<file path="config.mk">
export PLATFORM = sky130hd
export DESIGN_NAME = wr_qualifier
export DESIGN_NICKNAME = d
export VERILOG_FILES = /design/src/rtl/wq_pkg.sv /design/src/rtl/wq_sync.sv /design/src/rtl/wq_lockout.sv /design/src/rtl/wq_mode_fsm.sv /design/src/rtl/wq_we_fsm.sv /design/src/rtl/wr_qualifier.sv
export SDC_FILE = /design/constraint.sdc
export NUM_CORES = 1
export LEC_CHECK = 0
export CAP_MARGIN = 10
export CORE_MARGIN = 5
export CORE_UTILIZATION = 50
export DETAILED_ROUTE_END_ITERATION = 10
export PLACE_DENSITY = 0.78
export SYNTH_ARGS = -nofsm -noshare
export SYNTH_HDL_FRONTEND = slang
export SYNTH_SLANG_ARGS = --single-unit
</file>
<file path="constraint.sdc">
create_clock -name clk -period 1.95 [get_ports clk]
set_clock_uncertainty 0.05 [all_clocks]
set_input_delay 0.195 -clock clk [delete_from_list [all_inputs] [get_ports clk]]
set_output_delay 0.195 -clock clk [all_outputs]
set_load 0.01 [all_outputs]
</file>
<file path="src/rtl/wq_pkg.sv">
package wq_pkg;

    typedef enum logic [2:0] {
        M_OFF,
        M_ACTIVE,
        M_QUAL,
        M_HALT,
        M_RECOV
    } mode_e;

    typedef enum logic [1:0] {
        W_IDLE,
        W_COUNT,
        W_ARMED,
        W_BLOCKED
    } wstate_e;

    function automatic int ns_to_cyc(input longint t_ps, input longint clk_ps);
        longint c;
        c = (t_ps + clk_ps - 1) / clk_ps;
        if (c < 1) c = 1;
        return int'(c);
    endfunction

endpackage

</file>
<file path="src/rtl/wq_sync.sv">
module wq_sync #(
    parameter int             W       = 1,
    parameter logic [W-1:0]   RST_VAL = '0
) (
    input  logic         clk,
    input  logic         arst_n,
    input  logic [W-1:0] d_async,
    output logic [W-1:0] q_sync
);
    generate
        for (genvar i = 0; i < W; i++) begin : g_bit
            logic stage1, stage2;
            always_ff @(posedge clk or negedge arst_n) begin
                if (!arst_n) begin
                    stage1 <= RST_VAL[i];
                    stage2 <= RST_VAL[i];
                end else begin
                    stage1 <= d_async[i];
                    stage2 <= stage1;
                end
            end
            assign q_sync[i] = stage2;
        end
    endgenerate
endmodule

</file>
<file path="src/rtl/wq_lockout.sv">
module wq_lockout #(
    parameter int LOCKOUT_CYC = 16
) (
    input  logic clk,
    input  logic arst_n,
    input  logic pwr_s,
    output logic done
);
    localparam int            CW   = $clog2(LOCKOUT_CYC + 1);
    localparam logic [CW-1:0] LAST = CW'(LOCKOUT_CYC);

    logic [CW-1:0] cnt;

    always_ff @(posedge clk or negedge arst_n) begin
        if (!arst_n)          cnt <= '0;
        else if (!pwr_s)      cnt <= '0;
        else if (cnt != LAST) cnt <= cnt + 1'b1;
    end

    assign done = pwr_s && (cnt == LAST);
endmodule

</file>
<file path="src/rtl/wq_mode_fsm.sv">
module wq_mode_fsm
    import wq_pkg::*;
#(
    parameter int RST_MIN_CYC = 8,
    parameter int RECOV_CYC   = 6
) (
    input  logic clk,
    input  logic arst_n,
    input  logic pwr_s,
    input  logic rpin_s,
    output logic halt_pulse,
    output logic out_hiz,
    output logic rd_en,
    output logic wr_ok
);
    localparam int            MAXC      = (RST_MIN_CYC > RECOV_CYC) ? RST_MIN_CYC : RECOV_CYC;
    localparam int            CW        = $clog2(MAXC + 1);
    localparam logic [CW-1:0] RST_LAST  = CW'(RST_MIN_CYC - 1);
    localparam logic [CW-1:0] RCV_LAST  = CW'(RECOV_CYC - 1);

    mode_e         st, nx;
    logic [CW-1:0] cnt, cnt_nx;

    always_ff @(posedge clk or negedge arst_n) begin
        if (!arst_n) begin
            st  <= M_OFF;
            cnt <= '0;
        end else begin
            st  <= nx;
            cnt <= cnt_nx;
        end
    end

    always_comb begin
        nx     = st;
        cnt_nx = cnt;
        if (!pwr_s) begin
            nx     = M_OFF;
            cnt_nx = '0;
        end else begin
            unique case (st)
                M_OFF: begin
                    nx     = rpin_s ? M_ACTIVE : M_HALT;
                    cnt_nx = '0;
                end
                M_ACTIVE: begin
                    if (!rpin_s) begin
                        if (RST_MIN_CYC <= 1) begin
                            nx = M_HALT;
                            cnt_nx = '0;
                        end else begin
                            nx = M_QUAL;
                            cnt_nx = CW'(1);
                        end
                    end
                end
                M_QUAL: begin
                    if (rpin_s) begin
                        nx     = M_ACTIVE;
                        cnt_nx = '0;
                    end else if (cnt >= RST_LAST) begin
                        nx     = M_HALT;
                        cnt_nx = '0;
                    end else begin
                        cnt_nx = cnt + 1'b1;
                    end
                end
                M_HALT: begin
                    if (rpin_s) begin
                        nx     = (RECOV_CYC <= 0) ? M_ACTIVE : M_RECOV;
                        cnt_nx = '0;
                    end
                end
                M_RECOV: begin
                    if (!rpin_s) begin
                        nx     = M_HALT;
                        cnt_nx = '0;
                    end else if (cnt >= RCV_LAST) begin
                        nx     = M_ACTIVE;
                        cnt_nx = '0;
                    end else begin
                        cnt_nx = cnt + 1'b1;
                    end
                end
            endcase
        end
    end

    always_ff @(posedge clk or negedge arst_n) begin
        if (!arst_n) begin
            halt_pulse <= 1'b0;
            out_hiz    <= 1'b1;
            rd_en      <= 1'b0;
            wr_ok      <= 1'b0;
        end else begin
            halt_pulse <= ((nx == M_HALT) && (st != M_HALT) && (st != M_RECOV)) ||
                          ((nx == M_OFF) && (st != M_OFF));
            out_hiz    <= (nx == M_OFF) || (nx == M_HALT) || (nx == M_RECOV);
            rd_en      <= (nx == M_ACTIVE) || (nx == M_QUAL);
            wr_ok      <= (nx == M_ACTIVE);
        end
    end
endmodule

</file>
<file path="src/rtl/wq_we_fsm.sv">
module wq_we_fsm
    import wq_pkg::*;
#(
    parameter int MIN_CYC = 4
) (
    input  logic clk,
    input  logic arst_n,
    input  logic ce_s,
    input  logic oe_s,
    input  logic we_s,
    input  logic allow,
    output logic wr_start,
    output logic wr_commit
);
    localparam int            CW   = $clog2(MIN_CYC + 1);
    localparam logic [CW-1:0] LAST = CW'(MIN_CYC - 1);

    wstate_e       st, nx;
    logic [CW-1:0] cnt, cnt_nx;
    logic          go, start_nx, commit_nx;

    assign go = !ce_s && oe_s && allow;

    always_ff @(posedge clk or negedge arst_n) begin
        if (!arst_n) begin
            st  <= W_IDLE;
            cnt <= '0;
        end else begin
            st  <= nx;
            cnt <= cnt_nx;
        end
    end

    always_comb begin
        nx        = st;
        cnt_nx    = cnt;
        start_nx  = 1'b0;
        commit_nx = 1'b0;
        unique case (st)
            W_IDLE: begin
                if (!we_s) begin
                    if (go) begin
                        start_nx = 1'b1;
                        cnt_nx   = CW'(1);
                        nx       = (MIN_CYC <= 1) ? W_ARMED : W_COUNT;
                    end else begin
                        nx = W_BLOCKED;
                    end
                end
            end
            W_COUNT: begin
                if (!go)                nx = W_BLOCKED;
                else if (we_s)          nx = W_IDLE;
                else if (cnt >= LAST)   nx = W_ARMED;
                else                    cnt_nx = cnt + 1'b1;
            end
            W_ARMED: begin
                if (!go) begin
                    nx = W_BLOCKED;
                end else if (we_s) begin
                    nx        = W_IDLE;
                    commit_nx = 1'b1;
                end
            end
            W_BLOCKED: begin
                if (we_s) nx = W_IDLE;
            end
        endcase
    end

    always_ff @(posedge clk or negedge arst_n) begin
        if (!arst_n) begin
            wr_start  <= 1'b0;
            wr_commit <= 1'b0;
        end else begin
            wr_start  <= start_nx;
            wr_commit <= commit_nx;
        end
    end
endmodule

</file>
<file path="src/rtl/wr_qualifier.sv">
module wr_qualifier
    import wq_pkg::*;
#(
    parameter int CLK_PERIOD_PS = 2500,
    parameter int MIN_WE_PS     = 10000,
    parameter int LOCKOUT_NS    = 10000000,
    parameter int RST_MIN_NS    = 500,
    parameter int RECOV_NS      = 50
) (
    input  logic clk,
    input  logic arst_n,
    input  logic ce_n,
    input  logic oe_n,
    input  logic we_n,
    input  logic rpin_n,
    input  logic pwr_ok,
    output logic wr_start,
    output logic wr_commit,
    output logic halt_pulse,
    output logic out_hiz,
    output logic rd_en
);
    localparam int MIN_WE_CYC  = ns_to_cyc(longint'(MIN_WE_PS), longint'(CLK_PERIOD_PS));
    localparam int LOCKOUT_CYC = ns_to_cyc(longint'(LOCKOUT_NS) * 1000, longint'(CLK_PERIOD_PS));
    localparam int RST_MIN_CYC = ns_to_cyc(longint'(RST_MIN_NS) * 1000, longint'(CLK_PERIOD_PS));
    localparam int RECOV_CYC   = ns_to_cyc(longint'(RECOV_NS) * 1000, longint'(CLK_PERIOD_PS));

    logic [4:0] raw_in, syn_in;
    logic       ce_s, oe_s, we_s, rpin_s, pwr_s;
    logic       lock_done, mode_wr_ok;

    assign raw_in = {pwr_ok, rpin_n, we_n, oe_n, ce_n};
    assign {pwr_s, rpin_s, we_s, oe_s, ce_s} = syn_in;

    wq_sync #(.W(5), .RST_VAL(5'b01111)) u_sync (
        .clk     (clk),
        .arst_n  (arst_n),
        .d_async (raw_in),
        .q_sync  (syn_in)
    );

    wq_lockout #(.LOCKOUT_CYC(LOCKOUT_CYC)) u_lock (
        .clk    (clk),
        .arst_n (arst_n),
        .pwr_s  (pwr_s),
        .done   (lock_done)
    );

    wq_mode_fsm #(.RST_MIN_CYC(RST_MIN_CYC), .RECOV_CYC(RECOV_CYC)) u_mode (
        .clk        (clk),
        .arst_n     (arst_n),
        .pwr_s      (pwr_s),
        .rpin_s     (rpin_s),
        .halt_pulse (halt_pulse),
        .out_hiz    (out_hiz),
        .rd_en      (rd_en),
        .wr_ok      (mode_wr_ok)
    );

    wq_we_fsm #(.MIN_CYC(MIN_WE_CYC)) u_we (
        .clk       (clk),
        .arst_n    (arst_n),
        .ce_s      (ce_s),
        .oe_s      (oe_s),
        .we_s      (we_s),
        .allow     (mode_wr_ok && lock_done),
        .wr_start  (wr_start),
        .wr_commit (wr_commit)
    );
endmodule

</file>
# Word level (Yosys, flattened, before mapping)
# Index checks and enable logic that the tools add are counted.
[word_totals]
input_bits = 7
elab_cells = 110
out_inout_bits = 5
ff_bits = 54
[classes]
eq_ne = 24
addsub = 3
n_reduce_logical = 20
muxes = 39
magnitude_cmp = 3
[ops]
columns = ["cell", "n"]
rows = [
  ["8-bit two-way mux", 7],
  ["22-bit two-way mux", 2],
  ["8-bit case mux with 5 select lines", 1],
  ["3-bit two-way mux", 12],
  ["22-bit by 1-bit adder with 22-bit output (second input constant)", 1],
  ["22-bit equality test (second input constant)", 1],
  ["22-bit inequality test (second input constant)", 1],
  ["2-bit two-way mux", 8],
  ["3-bit case mux with 5 select lines", 1],
  ["3-bit by 2-bit equality test with 1-bit output (second input constant)", 4],
  ["3-bit inequality test (second input constant)", 3],
  ["8-bit by 1-bit adder with 8-bit output (second input constant)", 1],
  ["8-bit by 5-bit >= comparator with 1-bit output (second input constant)", 1],
  ["8-bit >= comparator (second input constant)", 1],
  ["2-bit case mux with 4 select lines", 1],
  ["1-bit logical AND", 7],
  ["3-bit by 1-bit equality test with 1-bit output (second input constant)", 2],
  ["3-bit equality test (second input constant)", 2],
  ["3-bit logical NOT", 2],
  ["1-bit two-way mux", 6],
  ["2-bit by 1-bit inequality test with 1-bit output (second input constant)", 3],
  ["2-bit inequality test (second input constant)", 3],
  ["3-bit case mux with 2 select lines", 1],
  ["6-bit AND reduction", 1],
  ["12 further kinds", 17],
]

# Logic depth before layout (Yosys ltp)
[depth]
ltp_word = 9
mapped_depth = 7

# Cells and area by module
# A second synthesis with hierarchy kept.
[unflattened]
hier_cells = 286
area_unflattened_um2 = 2876.5
[by_module_without_submodules]
columns = ["mod", "area_per_inst_um2", "cells_each", "seq_area_each_um2", "instances"]
rows = [
  ["wq_lockout", 1183.6, 125, 550.5, 1],
  ["wq_mode_fsm", 994.7, 104, 376.6, 1],
  ["wq_we_fsm", 394.1, 41, 175.2, 1],
  ["wq_sync", 297.8, 15, 260.2, 1],
  ["wr_qualifier", 6.3, 1, 0.0, 1],
]

# Worst setup path after synthesis
# OpenSTA, ideal clock, no wires.
[synth_timing]
kind = "register to register"
from = "reg u_lock.cnt[0]"
to = "reg u_we.cnt[0]"
stages_incl_launch_ff = 7
t_arrival_ns = 1.794
path_slack_ns = -0.013
required_time_ns = 1.780
setup_time_ns = 0.120
n_path_buf = 0
path_cell_list = "dfrtp_1 -> inv_1 -> ha_1 -> nor4b_1 -> nand4_1 -> or4_1 -> and3_1"
[synth_between]
elab_chain_cells = 6
word_cells_on_any_way = 7
cone_classes = "3 x eq/ne; 4 x reduce/logical"
[synth_lines]
columns = ["element", "line", "rtl"]
rows = [
  ["start, declared", "wq_lockout.sv:12", "logic [CW-1:0] cnt;"],
  ["start signal, assigned", "wq_lockout.sv:17", "else if (cnt != LAST) cnt <= cnt + 1'b1;"],
  ["22-bit equality test *", "wq_lockout.sv:20", "assign done = pwr_s && (cnt == LAST);"],
  ["1-bit logical AND *", "wq_lockout.sv:20", ""],
  ["1-bit logical AND *", "wr_qualifier.sv:66", ".allow (mode_wr_ok && lock_done),"],
  ["1-bit logical AND *", "wq_we_fsm.sv:22", "assign go = !ce_s && oe_s && allow;"],
  ["2-bit by 1-bit inequality test with 1-bit output (no line)", "-", ""],
  ["6-bit AND reduction (no line) *", "-", ""],
  ["end signal, assigned", "wq_we_fsm.sv:30", "cnt <= cnt_nx;"],
  ["end, declared", "wq_we_fsm.sv:19", "logic [CW-1:0] cnt, cnt_nx;"],
]
# Every way passes the cells marked *; elsewhere a longest branch is shown, timed or not.
# A chain may end at the register's enable or synchronous reset.

# Worst setup path after layout
[layout_timing]
from = "reg u_lock.cnt[10]"
to = "reg u_we.cnt[0]"
# The elaborated chain is that of the path after synthesis.

==> flow_summary.yaml <==
yosys:
  synth-warning-count: 0
  synth.distinct_cells: 52
  synth_seq_cells: 54
  synthCells: 287
  post_synth_most_frequent_cells: "dfrtp_1, nand3_1, nor2_1"
  synth_most_common_cell: "dfrtp_1"
  postSynthNetCount: 299
  part_of_the_yosys_area_used_for_sequential_elements_pct: 48.6
  synth.avg_cell_area_sq_um: 9.77
  yosys_most_used_dff: "dfrtp_1"
  synthTopCellsByArea: "dfrtp_1, dfstp_2, nand3_1"
  cell_type_with_the_largest_total_area_after_synthesis: "dfrtp_1"
  synth_top_area_share_pct: 40.2
  synth-edff-count: 0
  mappedNetlistArea_sq_um: 2800
  ys_async_sr_fraction_pct: 100
min_path:
  worstHoldPathType: "primary input to register"
  worst_hold_startpoint: "ce_n"
die:
  core_area_sq_um: 5470
  dieHeight_um: 84.9
  die_area_sq_um: 7200
  floorplan.rows: 27
  num_io_pins: 12
  die-width_um: 84.9
  initial_utilization_pct: 51.2
sta:
  worst_tran_pin_value_ns: 0.540
  timing.final.crit_period_ns: 1.94
  fin_ws_ns: 0.00963
  fmaxAchievable_ghz: 0.515
  rsz0062_at_grt: "true"
  relSlewSlack_pct: 64.0
  timing.final.hold_violations: 0
  period_share_pct: 99.5
  maxSlewViolCount: 0
  timing.final.setup_violations: 0
final_layout:
  antennaDiodeCount: 0
  fin_nets: 354
  finalCoreUtilization_pct: 66.5
  post_route_cells_drive_above_1_share_pct: 30.9
  layout-area-overhead-vs-synth_pct: 29.9
placement:
  place.detailed.hpwl_um: 4360
  placement.setup.worst_slack_ns: -0.0426
  numPortBuffers: 11
  globalplace.congestion: 0.870
route:
  route.detailed.wl_per_inst_um: 16.0
  vias_per_cell: 5.90
  remaining_drc_errors: 0
  dr_total_vias: 2448
  postRouteAntennaNets: 0
  dr.first_iter.drc_count: 155
  firstDrtPassIters: 4
  total_wire_length_after_detailed_routing_um: 6650
worst_setup_path:
  timing.critical_path.from_type: "register"
  critPathLaunch: "u_lock.cnt[10]$_DFFE_PN0P_"
  rr_startpoint: "u_lock.cnt[10]$_DFFE_PN0P_"
  worst_setup_path_end_kind: "register"
  worstSetupPathType: "register to register"
  cp.arrival_ns: 2.11
  path_max_fanout: 8
  cp.required_ns: 2.12
clocking:
  clock_tree.htree_level_count: 2
  clock_latency_ns: 0.32
  cts.path.max_buffers: 2
  reg_clk_slew_reported_paths_ns: 0.11
  inserted_clock_buffers: 5
  cts_tree: "done"
  cts_root_buffer: "clkbuf_8"
  clock_sinks: 54
global_routing:
  grt_pass1_wl_um: 10900
  grt_remaining_overflow: 0
  grt_pass1_vias: 2369
  antenna_violations_before_repair: 0
  gr-usage-all-layers_pct: 18.4
  grt_max_degree: 34
pwr:
  gate_power_share_pct: 11.1
  power_density_nw_per_um2: 578
  clkPwrFrac_pct: 32.1
  total_switching_power_mw: 0.568
  power.share.sequential_pct: 56.8
  peakVddDrop_mv: 0.452
  switching_share_pct: 27.0
  power.internal_mw: 1.54
  power_leakage_nw: 1.54
run_status:
  status: "finished clean"
run:
  maxCapViolations: 0
[through the flow]
step	hold WS, ns	TNS, ns	cell area [sq um]	total power, mW	std cells
2_1_floorplan	-0.151	0	2810	1.32	287
3_5_place_dp	0.155	-0.0806	3270	1.43	398
5_1_grt	0.197	-0.267	3640	2.21	415
6_report	0.219	0	3640	2.10	415
3_3_place_gp	0.148	-0.00520	3270	1.42	398
4_1_cts	0.209	0	3440	2.11	409
[registers in the layout (all words and copies together), names as in the netlist]
name,count
u_lock.cnt,22
u_we.cnt,3
u_sync.g_bit.stage1,5
u_mode.out_hiz,1
u_mode.rd_en,1
u_sync.g_bit.stage2,5
u_we.wr_start,1
u_mode.cnt,8
u_we.st,2
u_mode.halt_pulse,1
u_mode.st,3
u_mode.wr_ok,1
u_we.wr_commit,1
[worst paths after layout]
| path | slack (ns) | cells past startpoint | to |
|---|---|---|---|
| max in group asynchronous | 0.88 | 3 | u_mode.out_hiz$_DFF_PN1_ |
| setup / recovery | 0.01 | 4 | u_we.cnt[0]$_DFFE_PN0P_ |
| hold reg to reg | 0.31 | 0 | u_sync.g_bit[4].stage2$_DFF_PN0_ |
| setup reg to reg | 0.01 | 4 | u_we.cnt[0]$_DFFE_PN0P_ |
| hold / removal | 0.22 | 1 | u_sync.g_bit[0].stage1$_DFF_PN1_ |
| min in group asynchronous | 0.34 | 2 | u_we.cnt[2]$_DFFE_PN0P_ |
[power by group through the flow]
stage | clock network (mW) | registers [mW] | logic [mW]
after global placement | 0 | 1.21 | 0.207
final | 0.676 | 1.19 | 0.234
after detailed placement | 0 | 1.21 | 0.214
after CTS | 0.701 | 1.19 | 0.219
after floorplan | 0 | 1.20 | 0.114
after global routing | 0.748 | 1.20 | 0.261
[routing by layer]
metal	vias up	GRT usage [%]	wire length (um)
li1	1161	-	-
met1	1236	24.6	2990
met2	43	30.4	3350
met3	8	3.40	219
met4	0	5.47	95
met5	-	0	0
[critical path: stages (launching register included)]
cell and delay [ns]:
dfrtp_1 0.46, nor4b_4 0.40, nand3_4 0.19, or4_1 0.55, and3_4 0.20
[logic make-up after synthesis]
| kind of cell | share of synthesized area, % |
|---|---|
| buffers and inverters | 3.39 |
| multiplexers | 1.07 |
| XOR/XNOR | 3.75 |
| flip-flops | 48.6 |
| AO/OA/AOI/OAI | 14.2 |
| AND/OR/NAND/NOR | 26.3 |
| adder cells (fa/ha/maj) | 2.59 |
[cell usage in the layout, fill, tap and decap left out, types with 4 or more instances in the layout]
cell / n
a21oi_1: 11
clkbuf_8: 5
nand3_1: 19
nand2_1: 20
xor2_1: 8
nor2_1: 21
nor3_1: 7
or3_1: 4
clkdlybuf4s50_1: 10
dfrtp_1: 43
xnor2_1: 4
inv_1: 9
buf_4: 46
nand2b_1: 8
dfstp_2: 9
nand4_1: 7
and4_1: 4
o21ai_0: 14
[timing repair]
item	in CTS	in global routing
setup buffers	2	9
pin swaps	5	18
resized for setup	9	32
endpoints found under the setup margin	2	7
hold buffers	1	0
endpoints found under the hold margin	21	0
[cell type report]
cell class / count / area (sq um)
Clock buffer: 5 / 68.8
Sequential cell: 54 / 1370
Fill cell: 423 / 1830
Multi-Input combinational cell: 209 / 1540
Tap cell: 72 / 90.1
Inverter: 11 / 41.3
Clock inverter: 3 / 28.8
Timing Repair Buffer: 61 / 503
No activity file was read; power rests on OpenSTA's default activity.
